<file path="src/rtl/dstx_pkg.sv">
`timescale 1ns/1ps
package dstx_pkg;
  typedef enum logic [1:0] {
    UNIT_DATA = 2'd0,
    UNIT_EOP  = 2'd1,
    UNIT_NULL = 2'd2
  } unitKind_e;

  // Strobes from sequencing control to the bit datapath
  typedef struct packed {
    logic      bitTick;  // one bit period elapsed
    logic      load;     // start of a new unit on this tick
    unitKind_e kind;     // what the new unit is
  } txStrobe_t;
endpackage

</file>
<file path="src/rtl/dstx_ctrl.sv">
`timescale 1ns/1ps
module dstx_ctrl
  import dstx_pkg::*;
#(
  parameter int SLOW_DIV = 20,
  parameter int RATE_W   = 8,
  localparam int MAX_PER = 8 * SLOW_DIV,
  localparam int PER_W   = $clog2(MAX_PER + 1)
) (
  input  logic              clk,
  input  logic              rst,
  input  logic              rateLoad,
  input  logic [RATE_W-1:0] rateCode,
  input  logic              psEnable,
  input  logic              txValid,
  input  logic              txEop,
  input  logic              unitDone,
  output txStrobe_t         strobe,
  output logic              txReady
);
  logic [RATE_W-1:0] rateReg;
  logic [PER_W-1:0]  cnt;
  logic [PER_W-1:0]  curPeriod;
  logic [PER_W-1:0]  progPeriod;
  logic [PER_W-1:0]  selPeriod;
  logic [PER_W-1:0]  nextPeriod;
  unitKind_e         nextKind;

  function automatic logic [PER_W-1:0] codeToPeriod(input logic [RATE_W-1:0] c);
    int ci;
    ci = int'(c);
    if (ci < SLOW_DIV)       return PER_W'(ci + 1);
    else if (ci == SLOW_DIV) return PER_W'(2 * SLOW_DIV);
    else if (ci == SLOW_DIV + 1) return PER_W'(4 * SLOW_DIV);
    else                     return PER_W'(MAX_PER);
  endfunction

  always_comb begin
    if (!txValid)   nextKind = UNIT_NULL;
    else if (txEop) nextKind = UNIT_EOP;
    else            nextKind = UNIT_DATA;
    progPeriod = codeToPeriod(rateReg);
    selPeriod  = (psEnable && nextKind == UNIT_NULL) ? PER_W'(SLOW_DIV) : progPeriod;
    strobe.bitTick = (cnt == '0);
    strobe.load    = strobe.bitTick && unitDone;
    strobe.kind    = nextKind;
    nextPeriod     = strobe.load ? selPeriod : curPeriod;
    txReady        = strobe.load && !rst;
  end

  always_ff @(posedge clk) begin
    if (rst) begin
      rateReg   <= RATE_W'(SLOW_DIV - 1);
      cnt       <= '0;
      curPeriod <= PER_W'(SLOW_DIV);
    end else begin
      if (rateLoad) rateReg <= rateCode;
      if (strobe.bitTick) cnt <= nextPeriod - PER_W'(1);
      else                cnt <= cnt - PER_W'(1);
      if (strobe.load) curPeriod <= selPeriod;
    end
  end
endmodule

</file>
<file path="src/rtl/dstx_datapath.sv">
`timescale 1ns/1ps
module dstx_datapath
  import dstx_pkg::*;
#(
  localparam int WORD_W = 10,
  localparam int LEN_W  = 4
) (
  input  logic       clk,
  input  logic       rst,
  input  txStrobe_t  strobe,
  input  logic [7:0] txData,
  input  logic       eopSel,
  output logic       unitDone,
  output logic       dsData,
  output logic       dsStrobe
);
  logic [WORD_W-1:0] sr;
  logic [LEN_W-1:0]  bitsLeft;
  logic              prevXor;
  logic [WORD_W-1:0] unitWord;
  logic [LEN_W-1:0]  unitLen;
  logic              unitXor;
  logic              nextBit;
  logic [1:0]        eopType;

  // Unit word is sent from bit 0 upward: parity, flag, payload
  always_comb begin
    eopType = eopSel ? 2'b10 : 2'b01;
    unique case (strobe.kind)
      UNIT_DATA: begin
        unitWord = {txData, 1'b0, ~prevXor};
        unitLen  = LEN_W'(10);
        unitXor  = ^txData;
      end
      UNIT_EOP: begin
        unitWord = {6'b0, eopType, 1'b1, prevXor};
        unitLen  = LEN_W'(4);
        unitXor  = ^eopType;
      end
      default: begin
        // escape then flow-control; its parity covers the escape type bits
        unitWord = {2'b0, 2'b00, 1'b1, 1'b0, 2'b11, 1'b1, prevXor};
        unitLen  = LEN_W'(8);
        unitXor  = 1'b0;
      end
    endcase
    nextBit  = strobe.load ? unitWord[0] : sr[0];
    unitDone = (bitsLeft == '0);
  end

  always_ff @(posedge clk) begin
    if (rst) begin
      sr       <= '0;
      bitsLeft <= '0;
      prevXor  <= 1'b0;
      dsData   <= 1'b0;
      dsStrobe <= 1'b0;
    end else if (strobe.bitTick) begin
      if (strobe.load) begin
        sr       <= unitWord >> 1;
        bitsLeft <= unitLen - LEN_W'(1);
        prevXor  <= unitXor;
      end else begin
        sr       <= sr >> 1;
        bitsLeft <= bitsLeft - LEN_W'(1);
      end
      if (nextBit == dsData) dsStrobe <= ~dsStrobe;
      else                   dsData   <= nextBit;
    end
  end
endmodule

</file>
<file path="src/rtl/ds_link_tx.sv">
`timescale 1ns/1ps
module ds_link_tx
  import dstx_pkg::*;
#(
  parameter int SLOW_DIV = 20,
  parameter int RATE_W   = 8
) (
  input  logic              clk,
  input  logic              rst,
  input  logic              rateLoad,
  input  logic [RATE_W-1:0] rateCode,
  input  logic              psEnable,
  input  logic              eopSel,
  input  logic              txValid,
  input  logic              txEop,
  input  logic [7:0]        txData,
  output logic              txReady,
  output logic              dsData,
  output logic              dsStrobe
);
  txStrobe_t strobe;
  logic      unitDone;

  dstx_ctrl #(.SLOW_DIV(SLOW_DIV), .RATE_W(RATE_W)) ctrl_i (
    .clk(clk), .rst(rst), .rateLoad(rateLoad), .rateCode(rateCode),
    .psEnable(psEnable), .txValid(txValid), .txEop(txEop),
    .unitDone(unitDone), .strobe(strobe), .txReady(txReady)
  );

  dstx_datapath dp_i (
    .clk(clk), .rst(rst), .strobe(strobe), .txData(txData), .eopSel(eopSel),
    .unitDone(unitDone), .dsData(dsData), .dsStrobe(dsStrobe)
  );
endmodule

</file>
<file path="config.mk">
export PLATFORM = sky130hd
export DESIGN_NAME = ds_link_tx
export DESIGN_NICKNAME = d
export VERILOG_FILES = /design/src/rtl/dstx_pkg.sv /design/src/rtl/dstx_ctrl.sv /design/src/rtl/dstx_datapath.sv /design/src/rtl/ds_link_tx.sv
export SDC_FILE = /design/constraint.sdc
export NUM_CORES = 1
export LEC_CHECK = 0
export BUFFER_PORTS_ARGS = -buffer_cell sky130_fd_sc_hd__clkbuf_2
export CAP_MARGIN = 10
export CELL_PAD_IN_SITES_DETAIL_PLACEMENT = 0
export CELL_PAD_IN_SITES_GLOBAL_PLACEMENT = 1
export CORE_MARGIN = 3
export CORE_UTILIZATION = 45
export CTS_CLUSTER_DIAMETER = 80
export DETAILED_ROUTE_END_ITERATION = 8
export GPL_ROUTABILITY_DRIVEN = 0
export PLACE_DENSITY_LB_ADDON = 0.3
export SLEW_MARGIN = 10
export SYNTH_ARGS = -nofsm -noshare
export SYNTH_HDL_FRONTEND = slang
export SYNTH_SLANG_ARGS = --single-unit
</file>
<file path="constraint.sdc">
create_clock -name clk -period 7.77 [get_ports clk]
set_clock_uncertainty 0.15 [all_clocks]
set_input_delay 1.554 -clock clk [delete_from_list [all_inputs] [get_ports clk]]
set_output_delay 1.554 -clock clk [all_outputs]
set_load 0.01 [all_outputs]
</file>
==> flow_metrics.tcl, run 1 <==
set metrics [dict create \
    grt_max_degree 37 \
    hpwl_um 3570 \
    cts_setup_buffers 0 \
    core_um2 4440 \
    timing.critical_path.arrival_ns 2.22 \
    diodes 0 \
    critPathSlowestCell "buf_4" \
    core.rowCount 24 \
    clock_network_latency_to_the_later_pin_of_the_worst_skew_pair_ns 0.28 \
    final_common_cell "dfxtp_1" \
    antenna_found_initial 0 \
    pwr_density_cell_nw_per_um2 348 \
    critical_path.max_stage_delay_ns 0.33 \
    endpoints_failing_setup 0 \
    total_via_count_after_detailed_routing 1880 \
    residual_drc 0 \
    required_time_worst_endpoint_ns 6.07 \
    cts.hold.buffers_added 0 \
    synthesis.instances 259 \
    drt_pass1_iterations 4 \
    final_cell_count_no_fill 333 \
    crit_path_cell_trace "clkbuf_2 > buf_4 > nor2_1 > clkbuf_2" \
    die_height_um 74.7 \
    postSynth.asyncResetShare_pct 0 \
    peak_freq_ghz 0.255 \
    netlist_top_cells_area "dfxtp_1 38%, nor2_1 5.7%, a21oi_1 4.7%" \
    globalRouteTotalUtil_pct 19.3 \
    fillers 447 \
    worst_setup_hold_path_clk_slew_ns 0.07 \
    synthesis.nets 287 \
    power.switching_uw 345 \
    clk_root_buffer_cell "clkbuf_8" \
    fin_crit_ns 3.92 \
    post_synthesis_sequential_element_count 40 \
    final.hold.worst_slack_ns 0.315 \
    timing.critical_path.from_type "input pin" \
    most-common-layout-cells "40 x dfxtp_1, 32 x nor2_1, 26 x nand2_1, 25 x clkbuf_2, 20 x a21oi_1" \
    grt_setup_unrepaired "no" \
    number_of_flops_mapped_to_enable_cells_by_yosys 0 \
    setup.reg_to_reg.worst_slack_ns 4.45 \
    area_growth_syn_to_layout_pct 12.3 \
    synth-seq-area-share_pct 37.8 \
    die-width_um 74.7 \
    port_buffers 25 \
    min_path_cells 2 \
    tritoncts "built" \
    total_cts_buffers 5 \
    combinationalPowerShare_pct 45.3 \
    cts-resized-gates 0 \
    fin_nets 309 \
    number_of_global_route_vias_before_repair 1714 \
    status "finished clean" \
    postSynthAreaPerCell_um2 8.19 \
    worst_max_slew_pin_slew_ns 1.02 \
    endpoint_kind "primary output" \
    start_util_pct 47.7 \
    cts.sinks 40 \
    switching_share_pct 41.6 \
    share_of_final_layout_standard_cells_stronger_than_drive_strength_1_pct 14.6 \
    dpl_cell_area_um2 2290 \
    hold_path_class "flop to flop" \
    internal-power_uw 484 \
    min_period_over_period_pct 50.5 \
    globalRouteOverflowTotal 0 \
    detail_route.wirelength_um 4950 \
    vdd_ir_drop_max_uv 176 \
    ys_warns 0 \
    crit_fanout 36 \
    synth_area_leader_cell "dfxtp_1" \
    post_drt_wl_per_cell_um 14.9 \
    yosys.cell_types.count 46 \
    seqPwrFrac_pct 36.8 \
    detailedRoute.firstIterationViolations 122 \
    tns_setup_ns 0 \
    place.detailed.instances 326 \
    leakagePower_uw 0.000933 \
    global_route_wire_length_before_repair_um 8260 \
    cts_max_path_buffers 2 \
    mappedNetlistArea_um2 2120 \
    final_slew_viol_count 0 \
    hold_violations 0 \
    synth_top_area_share_pct 37.8 \
    ctsHtreeMaxLevel 2 \
    pwr-share-clk_pct 17.9 \
    design.die.area_um2 5570 \
    viasPerCell 5.65 \
    rr_worst_depth 10 \
    io_pins 26 \
    ant_nets 0 \
    worst_path_most_repeated_cell "clkbuf_2" \
    final_standard_cell_area_without_fillers_um2 2380 \
    max-cap-violations 0 \
    criticalPathCategory "input pin to primary output" \
    synth-main-ff-cell "dfxtp_1" \
    final_power_uw 829 \
    timing.max_slew.rel_slack_pct 31.7 \
]
## power groups by stage
stage / registers [µW] / logic, µW / clock network, µW
floorplan: 297 / 291 / 0
detailed placement: 309 / 374 / 0
global placement: 308 / 371 / 0
CTS: 304 / 375 / 151
global route: 313 / 426 / 162
finish: 305 / 376 / 148
## per-layer routing
layer / wire (µm) / up-vias / global-route usage [%]
met5: 0 / - / 0
met4: 37 / 0 / 4.74
met3: 258 / 4 / 4.67
met2: 2160 / 36 / 27.1
met1: 2490 / 860 / 29.5
li1: - / 980 / -
## synth_stat cells, drive strengths merged (4+ instances only)
cell    number
a221oi       4
ha           5
nor2b        4
a21oi       20
o211ai       6
nand2       26
a211oi       5
o31ai        4
nor4         6
or3          5
xnor2       10
nor2        32
or4          4
dfxtp       40
inv          7
nor3        10
nand2b       6
o21ai       11
mux2i        9
clkbuf      11
## cell families after synthesis
group	Yosys count	synth area share [%]
AO/OA/AOI/OAI	67	21.1
AND/OR/NAND/NOR	107	25.6
XOR/XNOR	12	4.96
multiplexers	9	4.25
adder cells (fa/ha/maj)	5	2.95
buffers and inverters	19	3.42
flip-flops	40	37.8
## sequential cells by signal, indices dropped and copies added (netlist names)
name	cells
dp_i.prevXor	1
dp_i.sr	9
dp_i.dsData	1
dp_i.dsStrobe	1
dp_i.bitsLeft	4
ctrl_i.rateReg	8
ctrl_i.cnt	8
ctrl_i.curPeriod	8
## area by class of cell
type                       instances  area [µm²]  area share, %
multi-input combinational        200        1250           52.6
tap                               52        65.1           2.73
inverter                           7        26.3           1.10
timing repair buffer              27         140           5.88
clock buffer                       7        96.3           4.04
sequential                        40         801           33.6
## path summary, 6_finish.rpt
path,to,from
setup / recovery,txReady,rst
hold / removal,ctrl_i.curPeriod[5]$_SDFF_PP0_,ctrl_i.curPeriod[5]$_SDFF_PP0_
setup reg to reg,dp_i.bitsLeft[2]$_SDFFE_PP0N_,ctrl_i.cnt[7]$_SDFF_PP0_
hold reg to reg,ctrl_i.curPeriod[5]$_SDFF_PP0_,ctrl_i.curPeriod[5]$_SDFF_PP0_
## worst max-delay path: cells and delay by family
kind / cells / cell delay, ns
simple gates: 1 / 0.09
buf+inv: 3 / 0.55
## stage by stage
| stage | worst slack [ns] | util, % |
|---|---|---|
| final | 3.85 | 53.6 |
| after global routing | 3.69 | 53.6 |
| after CTS | 3.84 | 53.6 |
| after detailed placement | 3.84 | 51.4 |
| after global placement | 3.85 | 51.4 |
| after floorplan | 3.89 | - |
Note: power is estimated with default switching activity, not from simulation.
==> inputs of run 2 (changes only) <==
Settings changed: CORE_UTILIZATION 45 to 43.
Clock period 7.77 ns to 3.8 ns, I/O delays scaled along.
==> flow_metrics.tcl, run 2 (synthesis gave the netlist of run 1 again) <==
set metrics [dict create \
    final_cell_count_no_fill 349 \
    timing.critical_path.from_type "flop" \
    route.met2.wl_um 2130 \
    worst_setup_hold_path_clk_slew_ns 0.08 \
    crit_family "simple AND/OR/NAND/NOR gates" \
    endpoints_failing_setup 0 \
    min_period_over_period_pct 77.1 \
    die_height_um 76.2 \
    residual_drc 0 \
    setup.reg_to_reg.worst_slack_ns 0.87 \
    crit_fanout 14 \
    critPathSlowestCell "or4_1" \
    core.rowCount 24 \
    io_pins 26 \
    switching_share_pct 41.4 \
    final_common_cell "dfxtp_1" \
    globalRouteTotalUtil_pct 18.3 \
    place.detailed.instances 342 \
    cts.hold.buffers_added 0 \
    timing.critical_path.arrival_ns 3.00 \
    peak_freq_ghz 0.341 \
    clock_network_latency_to_the_later_pin_of_the_worst_skew_pair_ns 0.29 \
    fin_ws_ns 0.871 \
    total_cts_buffers 5 \
    endpoint_kind "flop" \
    core_um2 4560 \
    largest_register_ff_count 9 \
    leakagePower_uw 0.000948 \
    post_drt_wl_per_cell_um 14.6 \
    pwr-share-clk_pct 17.6 \
    final_util_pct 53.0 \
    seqPwrFrac_pct 36.4 \
    cts_setup_buffers 0 \
    globalRouteOverflowTotal 0 \
    port_buffers 25 \
    max_flop_register "dp_i.sr" \
    max-cap-violations 0 \
    global_route_wire_length_before_repair_um 8640 \
    crit_path_cell_trace "or4_1 > nor4_4 > buf_4 > mux2i_1 > xnor2_1 > or3_1 > a21oi_1" \
    final.hold.worst_slack_ns 0.309 \
    drt_pass1_iterations 4 \
    detailedRoute.firstIterationViolations 145 \
    combinationalPowerShare_pct 46.0 \
    ant_nets 0 \
    topRoutingLayerUsed "met4" \
    hpwl_um 3670 \
    total_via_count_after_detailed_routing 1921 \
    pwr_density_cell_nw_per_um2 709 \
    status "finished clean" \
    diodes 0 \
    design.die.area_um2 5810 \
    fin_crit_ns 2.93 \
    area_growth_syn_to_layout_pct 14.2 \
    m1WireLength_um 2670 \
    cts_max_path_buffers 2 \
    detail_route.wirelength_um 5090 \
    die-width_um 76.2 \
    most-common-layout-cells "40 x dfxtp_1, 32 x nor2_1, 26 x nand2_1, 25 x clkbuf_2, 20 x a21oi_1" \
    share_of_final_layout_standard_cells_stronger_than_drive_strength_1_pct 15.5 \
    cts-resized-gates 0 \
    fin_nets 312 \
    criticalPathCategory "flop to flop" \
    tritoncts "built" \
    antenna_found_initial 0 \
    internal-power_uw 1010 \
    ctsHtreeMaxLevel 2 \
    viasPerCell 5.50 \
    cts.sinks 40 \
    start_util_pct 46.5 \
    tns_setup_ns 0 \
    hold_path_class "flop to flop" \
    critical_path.max_stage_delay_ns 0.84 \
    grt_setup_unrepaired "no" \
    final_slew_viol_count 0 \
    grt_max_degree 36 \
    power.switching_uw 710 \
    timing.max_slew.rel_slack_pct 56.8 \
    wl_met3_um 246 \
    worst_max_slew_pin_slew_ns 0.640 \
    timing.critical_path.buf_inv 1 \
    clk_root_buffer_cell "clkbuf_8" \
    number_of_global_route_vias_before_repair 1735 \
    required_time_worst_endpoint_ns 3.87 \
    hold_violations 0 \
    dp_worst_setup_slack_ns 0.859 \
    vdd_ir_drop_max_uv 310 \
]
## run 2: changes by cell type in the layout (fill, tap and decap cells not counted), sizes merged
cell / before / now
buf: 2 / 5
## run 2: layout make-up
type | count | area, µm²
inverters | 7 | 26.3
repair buffers | 30 | 163
flip-flops and latches | 40 | 801
multi-input cells | 200 | 1250
clock buffers | 7 | 96.3
fillers | 453 | 2140
well taps | 65 | 81.3
## run 2: worst register-to-register path: cells and delay by family (launching register included)
kind / cells / cell delay, ns
simple gates: 3 / 1.57
mux: 1 / 0.29
buf+inv: 1 / 0.22
flops: 1 / 0.36
xor+xnor: 1 / 0.12
compound gates: 1 / 0.14
## run 2: worst paths after layout
kind / startpoint / endpoint / depth (start not counted)
min: dp_i.sr[2]$_SDFFE_PP0N_ / dp_i.sr[2]$_SDFFE_PP0N_ / 2
min reg2reg: dp_i.sr[2]$_SDFFE_PP0N_ / dp_i.sr[2]$_SDFFE_PP0N_ / 2
max reg2reg: dp_i.bitsLeft[0]$_SDFFE_PP0N_ / dp_i.dsStrobe$_SDFFE_PP0P_ / 7
max: dp_i.bitsLeft[0]$_SDFFE_PP0N_ / dp_i.dsStrobe$_SDFFE_PP0P_ / 7
## run 2: metal layers
metal / up-vias / track usage (%)
met5: - / 0
met3: 5 / 4.73
met4: 0 / 5.98
li1: 984 / -
met1: 886 / 27.6
met2: 46 / 24.9
## run 2: power by group through the flow
stage	logic [µW]	clock network [µW]	registers, µW
after global placement	785	0	631
after floorplan	596	0	607
after CTS	785	313	623
final	789	303	625
after global routing	875	332	640
after detailed placement	781	0	632
## run 2: stage by stage
step | total power [µW] | instance area (µm²)
after global placement | 1420 | 2320
after detailed placement | 1410 | 2320
after CTS | 1720 | 2420
after floorplan | 1200 | 2120
after global routing | 1850 | 2420
final | 1720 | 2420
==> inputs of run 3 (changes only) <==
Settings changed: ABC_AREA set to 1, CORE_UTILIZATION 43 to 41.
Clock period 3.8 ns to 2.79 ns, I/O delays scaled along.
==> flow_metrics.tcl, run 3 <==
set metrics [dict create \
    mappedNetlistArea_um2 2070 \
    largest_register_ff_count 9 \
    criticalPathCategory "flop to flop" \
    max_flop_register "dp_i.sr" \
    setup.reg_to_reg.worst_slack_ns 0.56 \
    netlist_top_cells_area "dfxtp_1 39%, nand2_1 13%, a21oi_1 7.5%" \
    worst_r2r_endpoint "ctrl_i.cnt[4]$_SDFF_PP0_" \
    cts.sinks 40 \
    hpwl_um 3370 \
    r2r-start "dp_i.bitsLeft[3]$_SDFFE_PP0N_" \
    drt_pass1_iterations 4 \
    cts_max_path_buffers 2 \
    design.die.area_um2 5930 \
    ys_warns 0 \
    ctsHtreeMaxLevel 2 \
    crit_fanout 15 \
    required_time_worst_endpoint_ns 2.82 \
    viasPerCell 4.87 \
    grt_max_degree 26 \
    synth-main-ff-cell "dfxtp_1" \
    synth-seq-area-share_pct 38.7 \
    final_power_uw 2300 \
    share_of_final_layout_standard_cells_stronger_than_drive_strength_1_pct 14.8 \
    endpoints_failing_setup 0 \
    status "finished clean" \
    final_cell_count_no_fill 391 \
    post_drt_wl_per_cell_um 11.6 \
    synthesis.nets 325 \
    min_period_over_period_pct 79.9 \
    core_um2 4790 \
    total_cts_buffers 5 \
    cts.hold.buffers_added 0 \
    fin_nets 351 \
    postSynthAreaPerCell_um2 6.96 \
    final_slew_viol_count 0 \
    tritoncts "built" \
    core.rowCount 25 \
    hold_path_class "flop to flop" \
    yosys.cell_types.count 31 \
    grt_setup_unrepaired "no" \
    start_util_pct 43.2 \
    crit_cells 13 \
    power.switching_uw 959 \
    ys_top_cells_by_count "70 x nand2_1, 40 x dfxtp_1, 35 x inv_1" \
    crit_start "dp_i.bitsLeft[3]$_SDFFE_PP0N_" \
    internal-power_uw 1340 \
    total_via_count_after_detailed_routing 1906 \
    pwr-share-clk_pct 20.7 \
    max-cap-violations 0 \
    area_growth_syn_to_layout_pct 14.1 \
    final_common_cell "nand2_1" \
    number_of_global_route_vias_before_repair 1842 \
    diodes 0 \
    timing.critical_path.from_type "flop" \
    detail_route.wirelength_um 4530 \
    post_synthesis_sequential_element_count 40 \
    port_buffers 25 \
    die-width_um 77 \
    hold_violations 0 \
    timing.max_slew.rel_slack_pct 57.3 \
    clk_root_buffer_cell "clkbuf_8" \
    cts_setup_buffers 0 \
    critPathSlowestCell "dfxtp_1" \
    number_of_flops_mapped_to_enable_cells_by_yosys 0 \
    residual_drc 0 \
    ant_nets 0 \
    clock_network_latency_to_the_later_pin_of_the_worst_skew_pair_ns 0.30 \
    final_util_pct 49.3 \
    rr_worst_depth 13 \
    crit_path_cell_trace "inv_1 > nand2_1 > nor2_2 > nand2_4 > nand2_1 > o21ai_1 > a21oi_1 > ha_1 > inv_1 > nor2_1 > inv_1 > o21ai_0 > a21oi_1" \
    synth_top_area_share_pct 38.7 \
    cts-resized-gates 0 \
    pwr_density_cell_nw_per_um2 976 \
    place.detailed.instances 383 \
    global_route_wire_length_before_repair_um 7820 \
    tns_setup_ns 0 \
    worstSetupEndpoint "ctrl_i.cnt[4]$_SDFF_PP0_" \
    worst_path_most_repeated_cell "inv_1" \
    timing.critical_path.buf_inv 3 \
    globalRouteOverflowTotal 0 \
    worst_max_slew_pin_slew_ns 0.640 \
    most-common-layout-cells "70 x nand2_1, 40 x dfxtp_1, 35 x inv_1, 31 x nor2_1, 31 x a21oi_1" \
    critical_path.max_stage_delay_ns 0.30 \
    detailedRoute.firstIterationViolations 79 \
    worst_setup_hold_path_clk_slew_ns 0.08 \
    vdd_ir_drop_max_uv 516 \
    postSynth.asyncResetShare_pct 0 \
    peak_freq_ghz 0.449 \
    globalRouteTotalUtil_pct 16.4 \
    synth_area_leader_cell "dfxtp_1" \
    endpoint_kind "flop" \
    fin_crit_ns 2.23 \
    die_height_um 77 \
    switching_share_pct 41.7 \
    leakagePower_uw 0.00113 \
    crit_family "simple AND/OR/NAND/NOR gates" \
    seqPwrFrac_pct 35.5 \
    timing.critical_path.arrival_ns 2.26 \
    synthesis.instances 297 \
    synthMostInstantiatedCell "nand2_1" \
    combinationalPowerShare_pct 43.8 \
    io_pins 26 \
    antenna_found_initial 0 \
]
[run 3: cell types whose count changed after synthesis, moves of 8 or more]
cell,delta
nand3_1,+11
mux2i_1,-9
nand2_1,+44
inv_1,+28
a21oi_1,+11
nor3_1,-8
o21ai_0,+16
[run 3: logic make-up (layout without fill, tap and decap cells)]
family / Yosys count / count (layout) / synth area share (%)
AOI/OAI and AO/OA: 70 / 70 / 19.0
and+or+nand+nor: 128 / 128 / 26.6
DFF: 40 / 40 / 38.7
adders and majority gates: 5 / 5 / 3.03
buffers and inverters: 45 / 72 / 8.84
xor gates and xnor gates: 9 / 9 / 3.81
[run 3: power groups by stage]
stage               logic [µW]  clock network [µW]  registers [µW]
detailed placement        1010                   0             827
floorplan                  813                   0             812
finish                    1010                 477             816
global route              1170                 510             835
CTS                       1020                 490             817
global placement          1010                   0             827
[run 3: area by class of cell]
class                           count  area [µm²]
Clock buffer                        5        68.8
Clock inverter                      3        42.5
Fill cell                         508        2430
Inverter                           37         139
Multi-Input combinational cell    212        1080
Sequential cell                    40         801
Tap cell                           67        83.8
Timing Repair Buffer               27         140
[run 3: worst reg2reg max path: stages, from the launching register on]
cell and delay (ns):
dfxtp_1 0.30, inv_1 0.06, nand2_1 0.07, nor2_2 0.28, nand2_4 0.19, nand2_1 0.09
o21ai_1 0.08, a21oi_1 0.23, ha_1 0.18, inv_1 0.04, nor2_1 0.16, inv_1 0.08
o21ai_0 0.14, a21oi_1 0.08
[run 3: worst min-delay path by stage]
stage | startpoint | end | slack, ns | depth (start not counted)
2_1_floorplan | dp_i.bitsLeft[3]$_SDFFE_PP0N_ | dp_i.bitsLeft[3]$_SDFFE_PP0N_ | 0.29 | 2
3_3_place_gp | dp_i.sr[0]$_SDFFE_PP0N_ | dp_i.sr[0]$_SDFFE_PP0N_ | 0.30 | 2
3_5_place_dp | dp_i.bitsLeft[3]$_SDFFE_PP0N_ | dp_i.bitsLeft[3]$_SDFFE_PP0N_ | 0.31 | 2
4_1_cts | rateCode[1] | ctrl_i.rateReg[1]$_SDFFE_PP1P_ | 0.31 | 3
5_1_grt | rateCode[1] | ctrl_i.rateReg[1]$_SDFFE_PP1P_ | 0.34 | 3
6_report | dp_i.dsStrobe$_SDFFE_PP0P_ | dp_i.dsStrobe$_SDFFE_PP0P_ | 0.31 | 2
[run 3: stage by stage]
step	setup WS [ns]	area (µm²)	hold WS, ns
after floorplan	0.681	2070	0.287
after global routing	0.240	2360	0.341
after detailed placement	0.517	2250	0.306
final	0.562	2360	0.314
after CTS	0.553	2360	0.315
after global placement	0.548	2250	0.301
[run 3: per-layer routing]
metal	up-vias	GRT usage [%]	wire length [µm]
met5	-	0	0
met4	0	7.83	97
met3	8	4.34	203
met2	42	26.0	1970
met1	843	20.8	2260
li1	1013	-	-
